$ cat src/rtl/sadma_pkg.sv
// Shared definitions for the short-address DMA channel: register select
// codes, control-word bit positions, the channel configuration record and
// the transfer engine states. The register data path is fixed at CFG_W bits.
package sadma_pkg;

    localparam int CFG_W   = 16;
    localparam int SRC_W   = 4;

    // Control-word bit positions
    localparam int B_ARM   = 0;
    localparam int B_IE    = 1;
    localparam int B_HOLD  = 2;
    localparam int B_DOWN  = 3;
    localparam int B_WIDE  = 4;
    localparam int B_TOIO  = 5;
    localparam int B_SRC   = 8;
    localparam int B_DONE  = 15;

    typedef enum logic [1:0] {
        REG_MEM  = 2'd0,
        REG_IO   = 2'd1,
        REG_CNT  = 2'd2,
        REG_CTRL = 2'd3
    } reg_sel_e;

    typedef struct packed {
        logic             ie;
        logic             hold;
        logic             down;
        logic             wide;
        logic             to_io;
        logic [SRC_W-1:0] src;
    } chan_cfg_t;

    typedef enum logic [1:0] {
        ST_IDLE = 2'd0,
        ST_RD   = 2'd1,
        ST_WR   = 2'd2
    } xfer_st_e;

endpackage

$ cat src/rtl/sadma_req_sel.sv
// Request selector: pads the request lines to the full select range, picks
// the line named by the source field and reports its rising edge for one
// cycle. Assumes the request lines are synchronous to clk.
module sadma_req_sel
    import sadma_pkg::*;
#(
    parameter int NREQ = 16
) (
    input  logic             clk,
    input  logic             rst_n,
    input  logic [NREQ-1:0]  req,
    input  logic [SRC_W-1:0] src,
    output logic             req_edge
);

    localparam int NSEL = 1 << SRC_W;

    logic [NSEL-1:0] req_pad;
    logic            sel_now;
    logic            sel_q;

    // Lines above NREQ read as never requesting
    for (genvar i = 0; i < NSEL; i++) begin : g_pad
        if (i < NREQ) begin : g_live
            assign req_pad[i] = req[i];
        end else begin : g_dead
            assign req_pad[i] = 1'b0;
        end
    end

    // Pick the selected line
    always_comb sel_now = req_pad[src];

    // Remember last value of the selected line for edge detection
    always_ff @(posedge clk) begin
        if (!rst_n) sel_q <= 1'b0;
        else        sel_q <= sel_now;
    end

    // One-cycle pulse on a rising edge
    always_comb req_edge = sel_now & ~sel_q;

endmodule

$ cat src/rtl/sadma_regs.sv
// Register bank: memory pointer, I/O pointer, transfer count and control
// word. Applies the per-transfer updates (pointer step, count decrement,
// end-of-count) and locks configuration while armed or busy.
// Assumes ADDR_W and CNT_W do not exceed CFG_W.
module sadma_regs
    import sadma_pkg::*;
#(
    parameter int ADDR_W = 16,
    parameter int CNT_W  = 16
) (
    input  logic              clk,
    input  logic              rst_n,
    input  logic              cfg_we,
    input  logic [1:0]        cfg_addr,
    input  logic [CFG_W-1:0]  cfg_wdata,
    output logic [CFG_W-1:0]  cfg_rdata,
    input  logic              busy,
    input  logic              xfer_done,
    output logic [ADDR_W-1:0] mem_ptr,
    output logic [ADDR_W-1:0] io_ptr,
    output logic [CNT_W-1:0]  xfer_cnt,
    output chan_cfg_t         cfg,
    output logic              arm,
    output logic              done,
    output logic              idle_mode
);

    localparam logic [ADDR_W-1:0] STEP_BYTE = ADDR_W'(1);
    localparam logic [ADDR_W-1:0] STEP_WORD = ADDR_W'(2);
    localparam logic [CNT_W-1:0]  CNT_ONE   = CNT_W'(1);

    logic              locked;
    logic [ADDR_W-1:0] step;
    logic [ADDR_W-1:0] mem_next;
    logic              last_unit;
    chan_cfg_t         wr_cfg;
    reg_sel_e          sel;
    logic              unused_bits;

    // Configuration is frozen while armed or mid-transfer
    always_comb locked = arm | busy;

    // Decode the register select
    always_comb sel = reg_sel_e'(cfg_addr);

    // Next memory pointer in sequential mode
    always_comb begin
        step     = cfg.wide ? STEP_WORD : STEP_BYTE;
        mem_next = cfg.down ? (mem_ptr - step) : (mem_ptr + step);
    end

    // Final transfer of the programmed count
    always_comb last_unit = (xfer_cnt == CNT_ONE);

    // Idle mode needs both hold and interrupt enable
    always_comb idle_mode = cfg.hold & cfg.ie;

    // Unpack a control-word write into configuration fields
    always_comb begin
        wr_cfg.ie    = cfg_wdata[B_IE];
        wr_cfg.hold  = cfg_wdata[B_HOLD];
        wr_cfg.down  = cfg_wdata[B_DOWN];
        wr_cfg.wide  = cfg_wdata[B_WIDE];
        wr_cfg.to_io = cfg_wdata[B_TOIO];
        wr_cfg.src   = cfg_wdata[B_SRC +: SRC_W];
    end

    // Reserved control bits are accepted and discarded
    assign unused_bits = ^{cfg_wdata[B_DONE-1:B_SRC+SRC_W], cfg_wdata[B_SRC-1:B_TOIO+1]};

    // Register writes followed by per-transfer updates
    always_ff @(posedge clk) begin
        if (!rst_n) begin
            mem_ptr  <= '0;
            io_ptr   <= '0;
            xfer_cnt <= '0;
            cfg      <= '0;
            arm      <= 1'b0;
            done     <= 1'b0;
        end else begin
            if (cfg_we) begin
                case (sel)
                    REG_MEM:  if (!locked) mem_ptr  <= cfg_wdata[ADDR_W-1:0];
                    REG_IO:   if (!locked) io_ptr   <= cfg_wdata[ADDR_W-1:0];
                    REG_CNT:  if (!locked) xfer_cnt <= cfg_wdata[CNT_W-1:0];
                    REG_CTRL: begin
                        if (!locked) cfg <= wr_cfg;
                        arm <= cfg_wdata[B_ARM];
                        if (cfg_wdata[B_DONE]) done <= 1'b0;
                    end
                    default: ;
                endcase
            end
            if (xfer_done) begin
                if (!idle_mode) mem_ptr <= mem_next;
                xfer_cnt <= xfer_cnt - CNT_ONE;
                if (last_unit) begin
                    arm  <= 1'b0;
                    done <= 1'b1;
                end
            end
        end
    end

    // Read-back multiplexer
    always_comb begin
        cfg_rdata = '0;
        case (sel)
            REG_MEM:  cfg_rdata = CFG_W'(mem_ptr);
            REG_IO:   cfg_rdata = CFG_W'(io_ptr);
            REG_CNT:  cfg_rdata = CFG_W'(xfer_cnt);
            REG_CTRL: begin
                cfg_rdata[B_ARM]             = arm;
                cfg_rdata[B_IE]              = cfg.ie;
                cfg_rdata[B_HOLD]            = cfg.hold;
                cfg_rdata[B_DOWN]            = cfg.down;
                cfg_rdata[B_WIDE]            = cfg.wide;
                cfg_rdata[B_TOIO]            = cfg.to_io;
                cfg_rdata[B_SRC +: SRC_W]    = cfg.src;
                cfg_rdata[B_DONE]            = done;
            end
            default: cfg_rdata = '0;
        endcase
    end

endmodule

$ cat src/rtl/sadma_xfer_fsm.sv
// Transfer engine: for each accepted request runs one read beat then one
// write beat on the single-beat bus, holding the read unit in between.
// Assumes the bus slave returns read data in the read beat cycle and that
// no beat is stretched.
module sadma_xfer_fsm
    import sadma_pkg::*;
#(
    parameter int ADDR_W = 16,
    parameter int DATA_W = 16
) (
    input  logic              clk,
    input  logic              rst_n,
    input  logic              start_req,
    input  logic              arm,
    input  logic              wide,
    input  logic              to_io,
    input  logic [ADDR_W-1:0] mem_ptr,
    input  logic [ADDR_W-1:0] io_ptr,
    input  logic [DATA_W-1:0] bus_rdata,
    output logic [ADDR_W-1:0] bus_addr,
    output logic              bus_rd,
    output logic              bus_wr,
    output logic              bus_wide,
    output logic [DATA_W-1:0] bus_wdata,
    output logic              busy,
    output logic              xfer_done
);

    localparam logic [DATA_W-1:0] BYTE_MASK = DATA_W'(8'hFF);

    xfer_st_e          state;
    logic [DATA_W-1:0] data_q;
    logic [DATA_W-1:0] rd_unit;
    logic [ADDR_W-1:0] src_addr;
    logic [ADDR_W-1:0] dst_addr;

    // Sequence: idle, read beat, write beat
    always_ff @(posedge clk) begin
        if (!rst_n) begin
            state <= ST_IDLE;
        end else begin
            case (state)
                ST_IDLE: if (start_req && arm) state <= ST_RD;
                ST_RD:   state <= ST_WR;
                ST_WR:   state <= ST_IDLE;
                default: state <= ST_IDLE;
            endcase
        end
    end

    // Trim the read data to the unit size
    always_comb rd_unit = wide ? bus_rdata : (bus_rdata & BYTE_MASK);

    // Hold the unit between the read and write beats
    always_ff @(posedge clk) begin
        if (!rst_n)              data_q <= '0;
        else if (state == ST_RD) data_q <= rd_unit;
    end

    // Source and destination from the direction bit
    always_comb begin
        src_addr = to_io ? mem_ptr : io_ptr;
        dst_addr = to_io ? io_ptr  : mem_ptr;
    end

    // Bus outputs per state
    always_comb begin
        bus_rd    = (state == ST_RD);
        bus_wr    = (state == ST_WR);
        busy      = (state != ST_IDLE);
        xfer_done = (state == ST_WR);
        bus_wide  = busy & wide;
        bus_wdata = (state == ST_WR) ? data_q : '0;
        case (state)
            ST_RD:   bus_addr = src_addr;
            ST_WR:   bus_addr = dst_addr;
            default: bus_addr = '0;
        endcase
    end

endmodule

$ cat src/rtl/sadma_channel.sv
// Top of the short-address DMA channel: joins the request selector, the
// register bank and the transfer engine, and forms the interrupt.
// Assumes NREQ is at most 16 and ADDR_W and CNT_W are at most 16.
module sadma_channel
    import sadma_pkg::*;
#(
    parameter int NREQ   = 16,
    parameter int ADDR_W = 16,
    parameter int DATA_W = 16,
    parameter int CNT_W  = 16
) (
    input  logic              clk,
    input  logic              rst_n,
    input  logic              cfg_we,
    input  logic [1:0]        cfg_addr,
    input  logic [CFG_W-1:0]  cfg_wdata,
    output logic [CFG_W-1:0]  cfg_rdata,
    input  logic [NREQ-1:0]   req,
    output logic [ADDR_W-1:0] bus_addr,
    output logic              bus_rd,
    output logic              bus_wr,
    output logic              bus_wide,
    output logic [DATA_W-1:0] bus_wdata,
    input  logic [DATA_W-1:0] bus_rdata,
    output logic              irq
);

    logic              req_edge;
    logic              busy;
    logic              xfer_done;
    logic [ADDR_W-1:0] mem_ptr;
    logic [ADDR_W-1:0] io_ptr;
    logic [CNT_W-1:0]  xfer_cnt;
    chan_cfg_t         cfg;
    logic              arm;
    logic              done;
    logic              idle_mode;

    sadma_req_sel #(.NREQ(NREQ)) u_sel (
        .clk      (clk),
        .rst_n    (rst_n),
        .req      (req),
        .src      (cfg.src),
        .req_edge (req_edge)
    );

    sadma_regs #(.ADDR_W(ADDR_W), .CNT_W(CNT_W)) u_regs (
        .clk       (clk),
        .rst_n     (rst_n),
        .cfg_we    (cfg_we),
        .cfg_addr  (cfg_addr),
        .cfg_wdata (cfg_wdata),
        .cfg_rdata (cfg_rdata),
        .busy      (busy),
        .xfer_done (xfer_done),
        .mem_ptr   (mem_ptr),
        .io_ptr    (io_ptr),
        .xfer_cnt  (xfer_cnt),
        .cfg       (cfg),
        .arm       (arm),
        .done      (done),
        .idle_mode (idle_mode)
    );

    sadma_xfer_fsm #(.ADDR_W(ADDR_W), .DATA_W(DATA_W)) u_fsm (
        .clk       (clk),
        .rst_n     (rst_n),
        .start_req (req_edge),
        .arm       (arm),
        .wide      (cfg.wide),
        .to_io     (cfg.to_io),
        .mem_ptr   (mem_ptr),
        .io_ptr    (io_ptr),
        .bus_rdata (bus_rdata),
        .bus_addr  (bus_addr),
        .bus_rd    (bus_rd),
        .bus_wr    (bus_wr),
        .bus_wide  (bus_wide),
        .bus_wdata (bus_wdata),
        .busy      (busy),
        .xfer_done (xfer_done)
    );

    // Interrupt is the done flag gated by its enable
    always_comb irq = done & cfg.ie;

endmodule

$ cat config.mk
export PLATFORM = sky130hd
export DESIGN_NAME = sadma_channel
export DESIGN_NICKNAME = d
export VERILOG_FILES = /design/src/rtl/sadma_pkg.sv /design/src/rtl/sadma_req_sel.sv /design/src/rtl/sadma_regs.sv /design/src/rtl/sadma_xfer_fsm.sv /design/src/rtl/sadma_channel.sv
export SDC_FILE = /design/constraint.sdc
export NUM_CORES = 1
export LEC_CHECK = 0
export ABC_AREA = 0
export CELL_PAD_IN_SITES_DETAIL_PLACEMENT = 2
export CELL_PAD_IN_SITES_GLOBAL_PLACEMENT = 2
export CORE_UTILIZATION = 31
export DETAILED_ROUTE_END_ITERATION = 8
export HOLD_SLACK_MARGIN = 0.08
export PLACE_DENSITY_LB_ADDON = 0.1
export SETUP_SLACK_MARGIN = 0.1
export SYNTH_ARGS = -nofsm -noshare
export SYNTH_HDL_FRONTEND = slang
export SYNTH_SLANG_ARGS = --single-unit
$ cat constraint.sdc
create_clock -name clk -period 2.9 [get_ports clk]
set_clock_uncertainty 0.15 [all_clocks]
set_input_delay 0.29 -clock clk [delete_from_list [all_inputs] [get_ports clk]]
set_output_delay 0.29 -clock clk [all_outputs]
set_load 0.02 [all_outputs]
# ---- Word level (Yosys, flattened, before mapping)
# Cells that the tools add are included.
dict set report word_totals {
  register_bits 78
  out_inout_bits 52
}
dict set report op_classes {
  add_sub_neg 3
  n_lt_le_gt_ge 1
  eq_ne 8
  n_mux 34
  bitwise 7
  n_reduce_logical 9
}
# operator count
set ops {}
lappend ops {{$mux W16} 14}
lappend ops {{$pmux W16 S2} 1}
lappend ops {{$pmux W6 S4} 1}
lappend ops {{$add A16 B16 Y16} 1}
lappend ops {{$eq A16 B1 Y1 const B} 1}
lappend ops {{$pmux W4 S4} 1}
lappend ops {{$sub A16 B1 Y16 const B} 1}
lappend ops {{$sub A16 B16 Y16} 1}
lappend ops {{$mux W1} 10}
lappend ops {{$pmux W3 S3} 1}
lappend ops {{$reduce_and A3 Y1} 3}
lappend ops {{$eq A2 B2 Y1 const B} 3}
lappend ops {{$pmux W2 S3} 1}
lappend ops {{$reduce_bool A2 Y1} 3}
lappend ops {{$lt A4 B5 Y1 const B} 1}
lappend ops {{$and A1 B1 Y1} 4}
lappend ops {{$bmux W1 S4} 1}
lappend ops {{$eq A2 B1 Y1 const B} 2}
lappend ops {{$logic_not A2 Y1} 2}
lappend ops {{$mux W2} 2}
lappend ops {{$pmux W1 S4} 1}
lappend ops {{$pmux W2 S2} 1}
lappend ops {{$ne A2 B1 Y1 const B} 1}
lappend ops {{$ne A2 B2 Y1 const B} 1}
lappend ops {{other kinds (3)} 4}

# ---- Logic depth before layout (Yosys ltp)
dict set report depth {
  ltp_word 7
  ltp_mapped 10
}

# ---- Hierarchy
# Synthesis repeated with hierarchy kept, for this count alone.
dict set report hier_totals {
  cells_unflattened 627
  hier_area_um2 5333.9
}
# mod instances cells_each area_each_um2
set by_module_without_submodules {}
lappend by_module_without_submodules {sadma_regs 1 452 3716.1}
lappend by_module_without_submodules {sadma_xfer_fsm 1 156 1440.1}
lappend by_module_without_submodules {sadma_req_sel 1 18 171.4}
lappend by_module_without_submodules {sadma_channel 1 1 6.3}

# ---- Least setup slack after synthesis
# No wires, ideal clock.
dict set report synth_path {
  path_kind {reg2reg}
  start {reg u_regs.cfg[6] (netlist name)}
  end {reg u_regs.mem_ptr[15]}
  setup_ns 0.131
  arrival_ns 2.150
  required_ns 2.619
  path_slack_ns 0.469
  path_stages_with_launch 10
  n_path_buf 0
  cell_sequence {dfxtp_1 -> nand2_1 -> inv_1 -> ha_1 -> nand2b_1 -> a21oi_1 -> o311a_1 -> a2111o_1 -> xnor2_1 -> a21oi_1}
}
dict set report synth_via {
  elab_chain_len 3
}
# element line
set synth_rtl {}
lappend synth_rtl {{$mux W16} sadma_regs.sv:49} ;# mem_next = cfg.down ? (mem_ptr - step) : (mem_ptr + step);
lappend synth_rtl {{$mux W16} sadma_regs.sv:95} ;# if (!idle_mode) mem_ptr <= mem_next;
lappend synth_rtl {{$mux W16} sadma_regs.sv:94} ;# if (xfer_done) begin
lappend synth_rtl {{end signal, assigned} sadma_regs.sv:83} ;# REG_MEM: if (!locked) mem_ptr <= cfg_wdata[ADDR_W-1:0];
lappend synth_rtl {{end signal, assigned} sadma_regs.sv:95}
lappend synth_rtl {{end, declared} sadma_regs.sv:19} ;# output logic [ADDR_W-1:0] mem_ptr,
# Every way passes these cells.
# A chain may end at the register's enable or synchronous reset.

# ---- Final worst setup path
dict set report layout_path {
  start {reg u_fsm.state[1]}
  end {out bus_addr[15]}
}
dict set report layout_via {
  elab_chain_len 2
  word_cells_on_any_way 3
}
# element line
set layout_rtl {}
lappend layout_rtl {{start, declared} sadma_xfer_fsm.sv:31} ;# xfer_st_e state;
lappend layout_rtl {{start signal, assigned} sadma_xfer_fsm.sv:40} ;# state <= ST_IDLE;
lappend layout_rtl {{start signal, assigned} sadma_xfer_fsm.sv:43} ;# ST_IDLE: if (start_req && arm) state <= ST_RD;
lappend layout_rtl {{start signal, assigned} sadma_xfer_fsm.sv:44} ;# ST_RD: state <= ST_WR;
lappend layout_rtl {{$eq A2 B2 Y1 or $eq A2 B1 Y1 (tied branches)} sadma_xfer_fsm.sv:74} ;# case (state)
lappend layout_rtl {{$pmux W16 S2 (*)} sadma_xfer_fsm.sv:74}
lappend layout_rtl {{end, declared} sadma_channel.sv:19} ;# output logic [ADDR_W-1:0] bus_addr,
# Every way passes the cells marked *; elsewhere a longest branch is shown, timed or not.

==> results.json <==
{
  "power.density_nw_per_um2": 397,
  "synth_fa_ha_area_frac": 0.0514,
  "numPortBuffers": 104,
  "dp_hpwl_mm": 15.4,
  "drv_slew": 0,
  "numCtsBuffers": 9,
  "synth_xor_area_frac": 0.0133,
  "fp-row-count": 47,
  "routed-wl-met2_mm": 10.1,
  "crit_arrival_ns": 2.30,
  "synth-async-reset-ratio": 0,
  "fillers": 1878,
  "regArea_um2": 1560,
  "cts_hold_buf": 0,
  "crit_path_max_fanout": 16,
  "min_period_ns": 2.74,
  "setup_viol": 0,
  "startpoint_type": "register",
  "min_path_type": "reg2reg",
  "synth_top_family_by_area": "multiplexers",
  "critPathMaxStageDelay_ns": 0.64,
  "slowest_stage": "clkdlybuf4s50_1",
  "ant_nets": 0,
  "hold_viol_final": 0,
  "first_global_vias": 5658,
  "drive_above_1_share": 0.148,
  "yosys.area_share.simple": 0.198,
  "syn_to_final_growth_pct": 32.2,
  "yosysUniqueCellTypes": 60,
  "diodes": 0,
  "io_pins": 105,
  "max_slew_margin": 0.527,
  "wl_met3_um": 494,
  "synth_seq_area_share": 0.297,
  "synth_edf_count": 0,
  "cts.sink_count": 78,
  "dieWidth_um": 132,
  "antenna_found_initial": 0,
  "dr.max_layer_used": "met4",
  "peakVddDrop_uv": 287,
  "vias_per_cell": 5.47,
  "cts_tree": "yes",
  "coreArea_um2": 16600,
  "die_height_um": 132,
  "instances_no_fill": 937,
  "synth-seq-cells": 78,
  "cts.htree.levels": 3,
  "m1WireLength_mm": 9.14,
  "syn_area_um2": 5250,
  "finalNetCount": 786,
  "grt_max_degree": 34,
  "min_period_over_period": 0.944,
  "post_drt_wl_per_cell_um": 21.4,
  "worst_pin_slew_ns": 0.709,
  "fmaxAchievable_mhz": 365,
  "avgSynthCellArea_um2": 8.60,
  "synth_cells": 611,
  "yosys_warnings": 0,
  "overflow": 0,
  "drtIter0Drc": 135,
  "dieArea_um2": 17500,
  "syn_nets": 685,
  "synth_mux_area_frac": 0.210,
  "end_kind": "output port",
  "clk_pin_slew_ns": 0.06,
  "gp_congestion": 0.803,
  "timing_worst_setup_path_type": "reg2out",
  "synth_compound_area_frac": 0.192,
  "vias": 5125,
  "critical_path.top_delay_family": "buffers and inverters",
  "worstSkewPairLatency_ns": 0.34,
  "grt_use_total": 0.237,
  "placed_cells": 921,
  "crit_chain": "inv_1 -> ha_2 -> nor2b_1 -> clkdlybuf4s50_1",
  "initial_core_util": 0.317,
  "clockBufferDepth": 2,
  "multi_input_area_um2": 3520,
  "dr.pass1.iters": 4,
  "grt_pass1_wl_mm": 32.0,
  "rsz0062_at_grt": "yes",
  "tns_ns": 0,
  "cp.buffers_inverters": 2,
  "drt_wl_total_mm": 20.1,
  "synth_flop_cell": "dfxtp_1",
  "drc": 0,
  "p_leak_nw": 2.57,
  "maxCapViolCount": 0,
  "status": "finished, final reports clean",
  "cp.required_ns": 2.46,
  "cts_setup_buffers": 0,
  "post_cts_resized": 4,
  "cts_root_buffer": "clkbuf_16"
}
## final cells by class
cell class,instances,area share
multi-input combinational,482,0.506
sequential,78,0.225
timing repair buffer,127,0.178
tap,220,0.0396
clock buffer,12,0.0369
inverter,14,0.00756
clock inverter,4,0.00648
## cells in the mapped netlist, types with 2 or more instances
library cell,number,area [um^2]
a22oi_1,16,120
nand3b_1,2,15.0
mux4_2,15,338
nor2b_1,27,169
mux2i_1,38,380
o211ai_1,8,60.1
inv_1,13,48.8
a211oi_1,15,113
o21bai_1,3,22.5
nand2b_1,8,50.1
a21o_1,7,52.6
o21ai_0,21,105
nand3_1,3,15.0
dfxtp_1,78,1560
nand2_1,61,229
or3_1,3,18.8
and2_1,21,131
buf_2,2,10.0
a21oi_1,61,305
nor3_1,13,65.1
xnor2_1,3,26.3
nand4_1,3,18.8
o211a_1,3,30.0
o22ai_1,2,12.5
ha_1,20,250
mux2_2,34,383
and3_1,4,25.0
xor2_1,5,43.8
nor2_1,50,188
o311ai_0,2,17.5
or3_4,2,22.5
buf_1,4,15.0
clkbuf_1,30,113
o21a_1,4,30.0
or2_2,2,12.5
a31oi_1,3,18.8
a311oi_1,2,17.5
## where the power goes
part           total (mW)  internal (mW)  leakage, nW  switching (mW)
Combinational       0.422          0.208         1.79           0.214
Sequential           1.15           1.10        0.634          0.0452
Clock                1.19          0.711        0.152           0.474
Total                2.76           2.02         2.57           0.734
## per-layer routing
layer	track usage	up-vias
met1	0.303	2599
met2	0.416	82
met3	0.0281	23
li1	-	2421
met4	0.0734	0
met5	0	-
## worst paths after layout
kind / from / to / slack [ns] / cells past startpoint
max: u_fsm.state[1] / bus_addr[15] / 0.16 / 4
min: u_regs.io_ptr[5] / u_regs.io_ptr[5] / 0.35 / 2
max reg2reg: u_regs.cfg[5] / u_regs.mem_ptr[9] / 0.31 / 10
min reg2reg: u_regs.io_ptr[5] / u_regs.io_ptr[5] / 0.35 / 2
## metrics by stage
step	total power, mW	util	area (um^2)	setup WS (ns)	hold slack, ns
after global placement	1.58	0.400	6630	0.155	0.315
after CTS	2.78	0.419	6940	0.110	0.343
after floorplan	1.38	-	5250	0.469	0.276
after detailed placement	1.59	0.400	6630	0.130	0.332
after global routing	2.87	0.419	6950	0.0684	0.365
final	2.76	0.419	6950	0.163	0.345
## layout by cell type (no fill, tap or decap), types with 13 or more instances in the layout
cell type        netlist  final
buf_4                  0     21
o21ai_0               21     21
nor2_1                50     50
ha_1                  20     17
clkdlybuf4s50_1        0    104
nand2_1               61     61
inv_1                 13     13
a22oi_1               16     16
mux2i_1               38     38
mux2_2                34     34
dfxtp_1               78     76
a21oi_1               61     61
nor2b_1               27     26
mux4_2                15     15
and2_1                21     21
a211oi_1              15     15
## sequential cells by signal (all words and copies together) (netlist names)
| register | flops |
|---|---|
| u_fsm.data_q | 16 |
| u_regs.io_ptr | 16 |
| u_regs.mem_ptr | 16 |
| u_regs.xfer_cnt | 16 |
| u_regs.cfg | 9 |
| u_fsm.state | 2 |
| u_regs.arm | 1 |
| u_regs.done | 1 |
| u_sel.sel_q | 1 |
## cells by family (layout without fill, tap and decap cells)
kind of cell / after synthesis / after routing
DFF: 78 / 78
adders and majority gates: 21 / 21
xor gates and xnor gates: 8 / 8
and+or+nand+nor: 208 / 208
buffers and inverters: 51 / 157
AOI/OAI and AO/OA: 158 / 158
muxes: 87 / 87
## worst min-delay path, delay by kind of cell (launching register included)
family	cells	cell delay, ns
AOI/OAI and AO/OA	1	0.05
DFF	1	0.33
and+or+nand+nor	1	0.06
Power figures use the tool's default switching activity.
